## src/rtl/scl_pkg.sv

```systemverilog
package scl_pkg;

  typedef enum logic [1:0] {
    ST_IDLE = 2'd0,
    ST_LOW  = 2'd1,
    ST_WAIT = 2'd2,
    ST_HIGH = 2'd3
  } scl_state_e;

  // phase multipliers applied to the period count
  localparam int unsigned STD_LOW_MUL   = 1;
  localparam int unsigned STD_HIGH_MUL  = 1;
  localparam int unsigned FD0_LOW_MUL   = 2;
  localparam int unsigned FD0_HIGH_MUL  = 1;
  localparam int unsigned FD1_LOW_MUL   = 16;
  localparam int unsigned FD1_HIGH_MUL  = 9;
  localparam int unsigned MUL_HEADROOM  = 4;  // log2 of the largest multiplier

endpackage

```

## src/rtl/scl_rst_sync.sv

```systemverilog
module scl_rst_sync #(
  parameter int STAGES = 2
) (
  input  logic clk,
  input  logic rst_n_i,
  output logic rst_n_o
);

  logic [STAGES-1:0] sync_q;

  always_ff @(posedge clk or negedge rst_n_i) begin
    if (!rst_n_i) sync_q <= '0;
    else          sync_q <= {sync_q[STAGES-2:0], 1'b1};
  end

  assign rst_n_o = sync_q[STAGES-1];

endmodule

```

## src/rtl/scl_cfg_regs.sv

```systemverilog
module scl_cfg_regs #(
  parameter int CNT_W = 12
) (
  input  logic             clk,
  input  logic             rst_n,
  input  logic             enable,
  input  logic             wr_en,
  input  logic             wr_fast,
  input  logic             wr_duty,
  input  logic [CNT_W-1:0] wr_count,
  output logic             fast_q,
  output logic             duty_q,
  output logic [CNT_W-1:0] count_q
);

  logic             load;
  logic             fast_d;
  logic             duty_d;
  logic [CNT_W-1:0] count_d;

  always_comb begin
    load    = wr_en && !enable;
    fast_d  = wr_fast;
    duty_d  = wr_duty;
    count_d = wr_count;
  end

  always_ff @(posedge clk or negedge rst_n) begin
    if (!rst_n) begin
      fast_q  <= 1'b0;
      duty_q  <= 1'b0;
      count_q <= '0;
    end else if (load) begin
      fast_q  <= fast_d;
      duty_q  <= duty_d;
      count_q <= count_d;
    end
  end

  a_r2_locked_while_enabled: assert property (@(posedge clk) disable iff (!rst_n)
    enable |=> ($stable(count_q) && $stable(fast_q) && $stable(duty_q)));

endmodule

```

## src/rtl/scl_ratio.sv

```systemverilog
module scl_ratio #(
  parameter int CNT_W = 12,
  parameter int LEN_W = CNT_W + scl_pkg::MUL_HEADROOM
) (
  input  logic             fast,
  input  logic             duty,
  input  logic [CNT_W-1:0] count,
  output logic [LEN_W-1:0] low_len,
  output logic [LEN_W-1:0] high_len
);
  import scl_pkg::*;

  logic [LEN_W-1:0] base;
  logic [LEN_W-1:0] lo_mul;
  logic [LEN_W-1:0] hi_mul;

  always_comb begin
    base = LEN_W'(count);
    if (!fast) begin
      lo_mul = LEN_W'(STD_LOW_MUL);
      hi_mul = LEN_W'(STD_HIGH_MUL);
    end else if (!duty) begin
      lo_mul = LEN_W'(FD0_LOW_MUL);
      hi_mul = LEN_W'(FD0_HIGH_MUL);
    end else begin
      lo_mul = LEN_W'(FD1_LOW_MUL);
      hi_mul = LEN_W'(FD1_HIGH_MUL);
    end
    low_len  = base * lo_mul;
    high_len = base * hi_mul;
  end

endmodule

```

## src/rtl/scl_phase_fsm.sv

```systemverilog
module scl_phase_fsm #(
  parameter int LEN_W = 16
) (
  input  logic             clk,
  input  logic             rst_n,
  input  logic             active,
  input  logic             scl_in,
  input  logic [LEN_W-1:0] low_len,
  input  logic [LEN_W-1:0] high_len,
  output logic             scl_oe,
  output logic             scl_high,
  output logic             high_tick
);
  import scl_pkg::*;

  scl_state_e       state_q, state_d;
  logic [LEN_W-1:0] cnt_q, cnt_d;
  logic             cnt_en;
  logic             tick_q, tick_d;
  logic             cnt_zero;

  assign cnt_zero = (cnt_q == '0);

  always_comb begin
    state_d = state_q;
    cnt_d   = cnt_q;
    tick_d  = 1'b0;
    unique case (state_q)
      ST_IDLE: begin
        if (active) begin
          state_d = ST_LOW;
          cnt_d   = low_len - LEN_W'(1);
        end
      end
      ST_LOW: begin
        if (!active)       state_d = ST_IDLE;
        else if (cnt_zero) state_d = ST_WAIT;
        else               cnt_d   = cnt_q - LEN_W'(1);
      end
      ST_WAIT: begin
        if (!active) state_d = ST_IDLE;
        else if (scl_in) begin
          state_d = ST_HIGH;
          cnt_d   = high_len - LEN_W'(1);
          tick_d  = 1'b1;
        end
      end
      ST_HIGH: begin
        if (!active) state_d = ST_IDLE;
        else if (cnt_zero) begin
          state_d = ST_LOW;
          cnt_d   = low_len - LEN_W'(1);
        end else begin
          cnt_d = cnt_q - LEN_W'(1);
        end
      end
      default: state_d = ST_IDLE;
    endcase
    cnt_en = (cnt_d != cnt_q);
  end

  always_ff @(posedge clk or negedge rst_n) begin
    if (!rst_n) begin
      state_q <= ST_IDLE;
      tick_q  <= 1'b0;
    end else begin
      state_q <= state_d;
      tick_q  <= tick_d;
    end
  end

  always_ff @(posedge clk or negedge rst_n) begin
    if (!rst_n)      cnt_q <= '0;
    else if (cnt_en) cnt_q <= cnt_d;
  end

  assign scl_oe    = (state_q == ST_LOW);
  assign scl_high  = (state_q == ST_HIGH);
  assign high_tick = tick_q;

  // the high phase is entered only after the line was seen high
  a_r7_high_needs_line: assert property (@(posedge clk) disable iff (!rst_n)
    $rose(scl_high) |-> $past(scl_in));

  a_r7_wait_holds: assert property (@(posedge clk) disable iff (!rst_n)
    (state_q == ST_WAIT && !scl_in) |=> !scl_high);

  a_r8_tick_single: assert property (@(posedge clk) disable iff (!rst_n)
    high_tick |=> !high_tick);

  a_r9_drop_releases: assert property (@(posedge clk) disable iff (!rst_n)
    !active |=> (!scl_oe && !scl_high));

endmodule

```

## src/rtl/scl_clkgen.sv

```systemverilog
module scl_clkgen #(
  parameter int CNT_W       = 12,
  parameter int SYNC_STAGES = 2
) (
  input  logic             clk,
  input  logic             rst_n,
  input  logic             enable,
  input  logic             cfg_we,
  input  logic             cfg_fast,
  input  logic             cfg_duty,
  input  logic [CNT_W-1:0] cfg_count,
  input  logic             run,
  input  logic             scl_in,
  output logic             scl_oe,
  output logic             scl_high,
  output logic             high_tick
);

  localparam int LEN_W = CNT_W + scl_pkg::MUL_HEADROOM;

  logic             rst_n_s;
  logic             fast_q;
  logic             duty_q;
  logic [CNT_W-1:0] count_q;
  logic [LEN_W-1:0] low_len;
  logic [LEN_W-1:0] high_len;
  logic             active;

  scl_rst_sync #(.STAGES(SYNC_STAGES)) u_rst (
    .clk     (clk),
    .rst_n_i (rst_n),
    .rst_n_o (rst_n_s)
  );

  scl_cfg_regs #(.CNT_W(CNT_W)) u_cfg (
    .clk      (clk),
    .rst_n    (rst_n_s),
    .enable   (enable),
    .wr_en    (cfg_we),
    .wr_fast  (cfg_fast),
    .wr_duty  (cfg_duty),
    .wr_count (cfg_count),
    .fast_q   (fast_q),
    .duty_q   (duty_q),
    .count_q  (count_q)
  );

  scl_ratio #(.CNT_W(CNT_W), .LEN_W(LEN_W)) u_ratio (
    .fast     (fast_q),
    .duty     (duty_q),
    .count    (count_q),
    .low_len  (low_len),
    .high_len (high_len)
  );

  assign active = enable && run && (count_q != '0);

  scl_phase_fsm #(.LEN_W(LEN_W)) u_fsm (
    .clk       (clk),
    .rst_n     (rst_n_s),
    .active    (active),
    .scl_in    (scl_in),
    .low_len   (low_len),
    .high_len  (high_len),
    .scl_oe    (scl_oe),
    .scl_high  (scl_high),
    .high_tick (high_tick)
  );

  a_r3_zero_released: assert property (@(posedge clk) disable iff (!rst_n_s)
    (count_q == '0) |-> (!scl_oe && !high_tick));

  a_r8_tick_in_high: assert property (@(posedge clk) disable iff (!rst_n_s)
    high_tick |-> scl_high);

  a_r4_phase_exclusive: assert property (@(posedge clk) disable iff (!rst_n_s)
    $onehot0({scl_oe, scl_high}));

endmodule

```

## config.mk

```make
export PLATFORM = sky130hd
export DESIGN_NAME = scl_clkgen
export DESIGN_NICKNAME = d
export VERILOG_FILES = /design/src/rtl/scl_pkg.sv /design/src/rtl/scl_rst_sync.sv /design/src/rtl/scl_cfg_regs.sv /design/src/rtl/scl_ratio.sv /design/src/rtl/scl_phase_fsm.sv /design/src/rtl/scl_clkgen.sv
export SDC_FILE = /design/constraint.sdc
export NUM_CORES = 1
export LEC_CHECK = 0
export BUFFER_PORTS_ARGS = -buffer_cell sky130_fd_sc_hd__buf_2
export CAP_MARGIN = 25
export CORE_MARGIN = 3
export CORE_UTILIZATION = 30
export DETAILED_ROUTE_END_ITERATION = 10
export GPL_ROUTABILITY_DRIVEN = 1
export GPL_TIMING_DRIVEN = 0
export PLACE_DENSITY = 0.54
export SYNTH_ARGS = -nofsm -noshare
export SYNTH_HDL_FRONTEND = slang
export SYNTH_HIERARCHICAL = 1
export SYNTH_SLANG_ARGS = --single-unit
```

## constraint.sdc

```tcl
create_clock -name clk -period 1.5 [get_ports clk]
set_input_delay 0.3 -clock clk [delete_from_list [all_inputs] [get_ports clk]]
set_output_delay 0.3 -clock clk [all_outputs]
set_load 0.05 [all_outputs]
```

==> results of run 1 <==
[worst register-to-register path, cell delays in order (launching register included)]
cell and delay [ns]:
dfrtp_2 0.44, nor2b_4 0.15, buf_8 0.13, and2_4 0.16, ha_4 0.16, ha_4 0.26
ha_4 0.11, inv_2 0.03, fa_1 0.51, inv_2 0.04, fa_2 0.55, ha_4 0.23
buf_4 0.16, xnor2_4 0.20, or3_4 0.44, or4_4 0.55, nor4_4 0.27, xnor2_2 0.18
a32oi_1 0.09, o21a_1 0.21
[placed cells by master, fill, tap and decap left out, drive strengths merged, types with 5 or more instances in the layout]
cell    count
buf       100
ha         94
nor2       39
inv        35
dfrtp      35
nand2      30
a21oi      29
xnor2      26
o21ai      22
nand3      21
nor2b      19
nor3       19
xor2       19
mux2       15
and2       15
nor4       15
clkbuf     14
and3       13
or3        11
a21o       10
fa          9
a311oi      8
nand2b      7
a31oi       7
nand4       6
a211oi      6
or4         6
a22oi       5
mux2i       5
a221oi      5
[flip-flops by register name (all words and copies together) (netlist names)]
| register | count |
|---|---|
| u_cfg/duty_q | 1 |
| u_cfg/count_q | 12 |
| u_fsm/high_tick | 1 |
| u_fsm/cnt_q | 16 |
| u_cfg/fast_q | 1 |
| u_fsm/state_q | 2 |
| u_rst/sync_q | 2 |
[layer usage]
layer | wire length, um | GRT usage [%] | part of all wire [%] | vias up
li1 | - | - | - | 2427
met2 | 8570 | 31.5 | 47 | 134
met3 | 762 | 2.80 | 4.2 | 34
met1 | 8460 | 25.2 | 46 | 2536
met4 | 416 | 5.46 | 2.3 | 0
met5 | 0 | 0 | 0 | -
[power groups by stage]
| stage | sequential, mW | combinational (mW) | clock, mW |
|---|---|---|---|
| after floorplan | 1.43 | 2.93 | 0 |
| after global placement | 1.59 | 3.74 | 0 |
| after detailed placement | 1.59 | 3.77 | 0 |
| after CTS | 1.60 | 4.86 | 1.18 |
| after global routing | 1.65 | 5.90 | 1.18 |
| final | 1.62 | 5.41 | 1.14 |
[cell usage after synthesis (6+ instances only)]
cell / number
a21o_1: 9
a21oi_1: 29
a311oi_1: 8
a31oi_1: 7
and2_1: 14
and3_1: 13
buf_4: 7
clkbuf_1: 10
dfrtp_1: 35
fa_1: 9
ha_1: 94
inv_1: 34
mux2_4: 10
nand2_1: 30
nand2b_1: 7
nand3_1: 21
nand4_1: 6
nor2_1: 39
nor2b_1: 18
nor3_1: 19
nor4_1: 13
o21ai_0: 21
or3_1: 10
or4_1: 6
xnor2_1: 26
xor2_1: 19
[stage by stage]
stage / std cells / area, um^2
global route: 919 / 7430
detailed placement: 849 / 5930
finish: 919 / 7430
global placement: 849 / 5930
floorplan: 607 / 5550
CTS: 905 / 7180
[timing repair]
item	CTS	global route
endpoints found under the setup margin	21	21
hold endpoints to repair	2	0
hold buffers	1	0
gates resized for setup	149	33
setup buffers	47	19
gates cloned	3	0
pin swaps	30	33
[kinds of logic (layout without fill, tap and decap cells)]
kind of cell	after synthesis	in the layout	synth area share, %
compound gates	127	127	16.6
flops	35	35	16.7
other cells	1	1	0.0714
mux	20	20	4.88
buf+inv	61	153	5.74
fa+ha+maj	103	103	25.8
xor+xnor	45	45	7.50
simple gates	215	215	22.7
[final timing paths]
kind / end / cells after the start / slack, ns
setup reg to reg: u_fsm/cnt_q[15] / 19 / -3.50
setup / recovery: u_fsm/cnt_q[15] / 19 / -3.50
min in group asynchronous: u_rst/sync_q[1] / 2 / 0.31
max in group asynchronous: u_fsm/state_q[0] / 0 / 0.46
hold / removal: u_cfg/count_q[0] / 2 / 0.22
hold reg to reg: u_rst/sync_q[1] / 0 / 0.36
[final cells by class]
cell class / count / area [um^2]
timing repair buffer: 88 / 711
fill: 1597 / 9450
clock inverter: 3 / 25.0
inverter: 35 / 136
clock buffer: 5 / 125
tap: 220 / 275
sequential: 35 / 895
buffer: 22 / 241
multi-input combinational: 511 / 5020
==> impl_results.md, run 1 <==
* DRT iter0 DRCs at 344
* CP Capture Type: flip-flop
* Die outline height at 138 um
* Largest net degree at the start of global routing at 34
* Die Area at 19100 um^2
* Crit path cell chain: nor2b_4 -> buf_8 -> and2_4 -> ha_4 -> ha_4 -> ha_4 -> inv_2 -> fa_1 -> inv_2 -> fa_2 -> ha_4 -> buf_4 -> xnor2_4 -> or3_4 -> or4_4 -> nor4_4 -> xnor2_2 -> a32oi_1 -> o21a_1
* Via/cell ratio at 5.58
* Core Area at 16900 um^2
* Die width at 138 um
* Vias in the first global route at 5321
* Drt wl/cell at 19.8 um
* Routability Congestion at 0.924
* Vias at 5131
* Final WL at 18.2 mm
* Psw at 3.78 mW
* Sequential power share at 19.8%
* Top post-synthesis cells by area: ha_1, dfrtp_1, xnor2_1
* Setup ws final at -3.50 ns
* Top cell type by total area after synthesis: ha_1
* Share of layout cells above drive strength 1 at 39.3%
* N_diodes at 0
* Port Buf Inserts at 22
* Max Fanout on Critical Path at 6
* Seq/Total Area, Yosys at 16.7%
* Top delay family on crit path: adder cells
* Failing checks: setup timing
* Pre-CTS setup slack at -3.94 ns
* Num Clock Sinks at 35
* EDFF count, synth at 0
* Tcrit/Tclk final at 333%
* Dominant synthesized flop cell: dfrtp_1
* Crit path launch type: flip-flop
* Internal at 4.39 mW
* DP Wirelength at 13.1 mm
* Skew final at 0.0152 ns
* Setup Crit Path Kind: flip-flop to flip-flop
* Crit. Startpoint: u_cfg/fast_q
* Syn_area_per_cell at 8.66 um^2
* H-tree Lvls at 2
* Worst EP arrival at 5.19 ns
* Clock latency on the worst-skew pair at 0.31 ns
* Outcome: finished with violations
* Setup TNS at -40.25 ns
* Power Total at 8.17 mW
* Net count reported at finish at 821
* Clock transition at path regs at 0.07 ns
* Worst-margin pin slew at 0.919 ns
* Utilization after layout at 44.0%
* Cell variety after synth at 73
* Pwr dens at 1100 nW/um^2
* Min cycle time layout at 5.00 ns
* Top cell type's share of synthesized area at 22.4%
* Synthesized Nets at 730
* Grt ovf at 0
* Worst path buffer plus inverter count at 4
* Slew margin rel. at 38.7%
* Finish-stage setup viols at 21
* Clock tree from TritonCTS: done
* Worst r2r src: u_cfg/fast_q
* Sw frac at 46.2%
* Top cell by count, worst path: ha_4
* Unrepaired setup endpoints after global routing: yes
* Mapped Area at 5260 um^2
* Max incr delay on CP at 0.55 ns
* Final Hold Fails at 0
* Initial antenna violation count at 0
* Clock share of power at 13.9%
* Max-Cap Viols at 0
* Final Max Tran Viols at 0
* Routed Antenna Nets at 0
* Site Rows at 47
* CTS buffer count at 5
* Boundary pin count at 23
* Peak Freq at 0.200 GHz
* All-Layer GR Usage at 18.8%
* Area Overhead vs Synth at 41.4%
* Clk root buf: clkbuf_16
* Comb pwr share at 66.3%
* Post-Synthesis Cells at 607
* #FFs+latches synth at 35
* VDD IR max at 463 uV
* Maximum clock path buffer count at 2
* Hold Path Class: input pin to flip-flop
* Starting Density at 31.1%
* Post-synth ARST share at 100%
* Slowest cell on crit path: fa_2
* Router iterations before antenna repair at 6
* Hold_ws at 0.221 ns
* P_leak at 3.25 nW
* Global-route wire length before repair at 29.1 mm
* Yosys warning total at 6
* WP data required at 1.69 ns
* DRC viols at 0
* Min-delay src: cfg_count[0]
(Power assumes the default switching activity.)
==> run 2: changes to the inputs <==
--- a/config.mk
+++ b/config.mk
@@ -15,2 +15,3 @@
 export PLACE_DENSITY = 0.54
+export SKIP_LAST_GASP = 1
 export SYNTH_ARGS = -nofsm -noshare
==> constraint.sdc (replaced) <==
create_clock -name clk -period 1.5 [get_ports clk]
set_input_delay 0.225 -clock clk [delete_from_list [all_inputs] [get_ports clk]]
set_output_delay 0.225 -clock clk [all_outputs]
set_load 0.05 [all_outputs]
==> impl_results.md, run 2 (synthesis gave the netlist of run 1 again) <==
* Outcome: finished with violations (unchanged)
* Failing checks: setup timing (unchanged)
* DRT iter0 DRCs at 340 (was 344)
* Final WL at 18.0 mm (was 18.2 mm)
* Slew margin rel. at 39.5% (was 38.7%)
* Hold Path Class: input pin to flip-flop (unchanged)
* Utilization after layout at 43.4% (was 44.0%)
* Slowest cell on crit path: fa_2 (unchanged)
* Skew final at 0.0115 ns (was 0.0152 ns)
* Clock transition at path regs at 0.07 ns (about the same)
* Via/cell ratio at 5.59 (was 5.58)
* WP data required at 1.71 ns (was 1.69 ns)
* Peak Freq at 0.203 GHz (was 0.200 GHz)
* Setup Crit Path Kind: flip-flop to flip-flop (unchanged)
* Clk root buf: clkbuf_16 (unchanged)
* Worst path buffer plus inverter count at 3 (was 4)
* Site Rows at 47 (unchanged)
* Finish-stage setup viols at 21 (unchanged)
* Routability Congestion at 0.924 (unchanged)
* Worst-margin pin slew at 0.908 ns (was 0.919 ns)
* Critical R2R Capture: u_fsm/cnt_q[14] (was u_fsm/cnt_q[15])
* Worst Reg2Reg Path Length in Cells at 22 (was 19)
* Largest registers: u_fsm/cnt_q: 16 flops, u_cfg/count_q: 12 flops (unchanged)
* R2R setup slack at -3.42 ns (was -3.50 ns)
* VDD IR max at 480 uV (was 463 uV)
* CP Capture Type: flip-flop (unchanged)
* Min-delay src: cfg_count[0] (unchanged)
* Boundary pin count at 23 (unchanged)
* Num Clock Sinks at 35 (unchanged)
* Max Fanout on Critical Path at 6 (unchanged)
* All-Layer GR Usage at 18.5% (was 18.8%)
* Power Total at 8.06 mW (was 8.17 mW)
* Net count reported at finish at 811 (was 821)
* Port Buf Inserts at 22 (unchanged)
* Area Overhead vs Synth at 39.3% (was 41.4%)
* Worst r2r src: u_cfg/fast_q (unchanged)
* Final Hold Fails at 0 (unchanged)
* Clock tree from TritonCTS: done (unchanged)
* Die outline height at 138 um (unchanged)
* Hold EP: u_cfg/count_q[0] (unchanged)
* Most frequent cells in the layout: ha_1, buf_4, nor2_1 (unchanged)
* Pre-CTS setup slack at -3.94 ns (unchanged)
* DRC viols at 0 (unchanged)
* Crit. Startpoint: u_cfg/fast_q (unchanged)
* Crit path cell chain: nor2b_4 -> buf_8 -> and2_4 -> ha_4 -> ha_4 -> ha_4 -> inv_2 -> fa_1 -> inv_1 -> fa_2 -> ha_4 -> o21ai_2 -> o21bai_2 -> a2111oi_2 -> nor3_1 -> xor2_1 -> nor4_2 -> nand4_1 -> xor2_2 -> a21oi_1 -> nor2_1 -> o31ai_2 (was nor2b_4 -> buf_8 -> and2_4 -> ha_4 -> ha_4 -> ha_4 -> inv_2 -> fa_1 -> inv_2 -> fa_2 -> ha_4 -> buf_4 -> xnor2_4 -> or3_4 -> or4_4 -> nor4_4 -> xnor2_2 -> a32oi_1 -> o21a_1)
* Global-route wire length before repair at 28.6 mm (was 29.1 mm)
* Worst EP arrival at 5.13 ns (was 5.19 ns)
* Initial antenna violation count at 0 (unchanged)
* Max-Cap Viols at 0 (unchanged)
* Die Area at 19100 um^2 (unchanged)
* Grt ovf at 0 (unchanged)
* H-tree Lvls at 2 (unchanged)
* Final Max Tran Viols at 0 (unchanged)
* Crit path launch type: flip-flop (unchanged)
* Max FFs per register at 16 (unchanged)
* Hold Crit Depth at 2 (unchanged)
* P_leak at 3.21 nW (was 3.25 nW)
* Unrepaired setup endpoints after global routing: yes (unchanged)
* Reg with most FFs: u_fsm/cnt_q (unchanged)
* Top delay family on crit path: adder cells (unchanged)
* Pwr dens at 1100 nW/um^2 (about the same)
* Die width at 138 um (unchanged)
* N_diodes at 0 (unchanged)
* Setup ws final at -3.42 ns (was -3.50 ns)
* Min cycle time layout at 4.92 ns (was 5.00 ns)
* Largest net degree at the start of global routing at 34 (unchanged)
* Vias in the first global route at 5281 (was 5321)
* Clock latency on the worst-skew pair at 0.30 ns (was 0.31 ns)
* Tcrit/Tclk final at 328% (was 333%)
* Commonest non-fill, non-tap cell in the layout: ha_1 (unchanged)
* DP Wirelength at 13.1 mm (unchanged)
* Top cell by count, worst path: ha_4 (unchanged)
* Drt wl/cell at 19.8 um (about the same)
* Routed Antenna Nets at 0 (unchanged)
* Maximum clock path buffer count at 2 (unchanged)
* Max incr delay on CP at 0.55 ns (about the same)
* Core Area at 16900 um^2 (unchanged)
* CTS buffer count at 5 (unchanged)
* Starting Density at 31.1% (unchanged)
* Vias at 5083 (was 5131)
* Router iterations before antenna repair at 7 (was 6)
* Share of layout cells above drive strength 1 at 37.7% (was 39.3%)
## run 2: cell types whose count changed in the layout (fill, tap and decap cells not counted), moves of 2 or more
cell / delta
ha_1: +2
a2111oi_2: +2
buf_4: -12
nand2_2: -2
nand2_1: +2
xor2_2: -2
nor2_4: -2
buf_8: +3
## run 2: metal layers
metal / routed length [um] / share of wire [%] / track usage (%)
met5: 0 / 0 / 0
met3: 741 / 4.1 / 2.42
met2: 8590 / 48 / 31.1
met1: 8310 / 46 / 25.2
met4: 389 / 2.2 / 4.99
## run 2: report_power, final
part	switching, mW	leakage (nW)	total (mW)	internal, mW
logic	2.76	2.75	5.30	2.55
clock network	0.508	0.0700	1.13	0.623
registers	0.454	0.392	1.62	1.17
## run 2: worst reg2reg max path: stages (launching register included)
cell	delay, ns
dfrtp_2	0.43
nor2b_4	0.16
buf_8	0.13
and2_4	0.16
ha_4	0.16
ha_4	0.26
ha_4	0.11
inv_2	0.03
fa_1	0.47
inv_1	0.05
fa_2	0.55
ha_4	0.23
o21ai_2	0.14
o21bai_2	0.11
a2111oi_2	0.32
nor3_1	0.12
xor2_1	0.21
nor4_2	0.29
nand4_1	0.19
xor2_2	0.25
a21oi_1	0.15
nor2_1	0.07
o31ai_2	0.23
## run 2: area by class of cell
| class | count | area (um^2) |
|---|---|---|
| Buffer | 23 | 236 |
| Clock buffer | 5 | 125 |
| Tap cell | 220 | 275 |
| Sequential cell | 35 | 895 |
| Fill cell | 1603 | 9560 |
| Inverter | 35 | 134 |
| Multi-Input combinational cell | 511 | 4980 |
| Clock inverter | 3 | 25.0 |
| Timing Repair Buffer | 77 | 647 |
## run 2: per-stage QoR
step	cells	TNS [ns]	hold WS (ns)	cell area [um^2]
5_1_grt	909	-41.59	0.152	7320
4_1_cts	902	-39.30	0.139	7070
3_5_place_dp	849	-43.77	0.0103	5930
6_report	909	-39.20	0.150	7320
2_1_floorplan	607	-32.78	-0.0706	5550
3_3_place_gp	849	-51.55	0.0104	5930
## run 2: timing repair
item,in CTS,in global routing
buffers inserted,44,10
hold buffers,1,0
pin swaps,29,30
hold endpoints to repair,2,0
endpoints found under the setup margin,21,21
gates cloned,3,0
gates resized for setup,132,45
## run 2: how the worst max path moves through the flow
stage,end,slack (ns),depth (start not counted)
floorplan,u_fsm/cnt_q[15],-3.26,21
global placement,u_fsm/cnt_q[15],-3.93,19
finish,u_fsm/cnt_q[14],-3.42,22
CTS,u_fsm/cnt_q[15],-3.48,21
global route,u_fsm/cnt_q[14],-3.62,22
detailed placement,u_fsm/cnt_q[14],-3.94,22
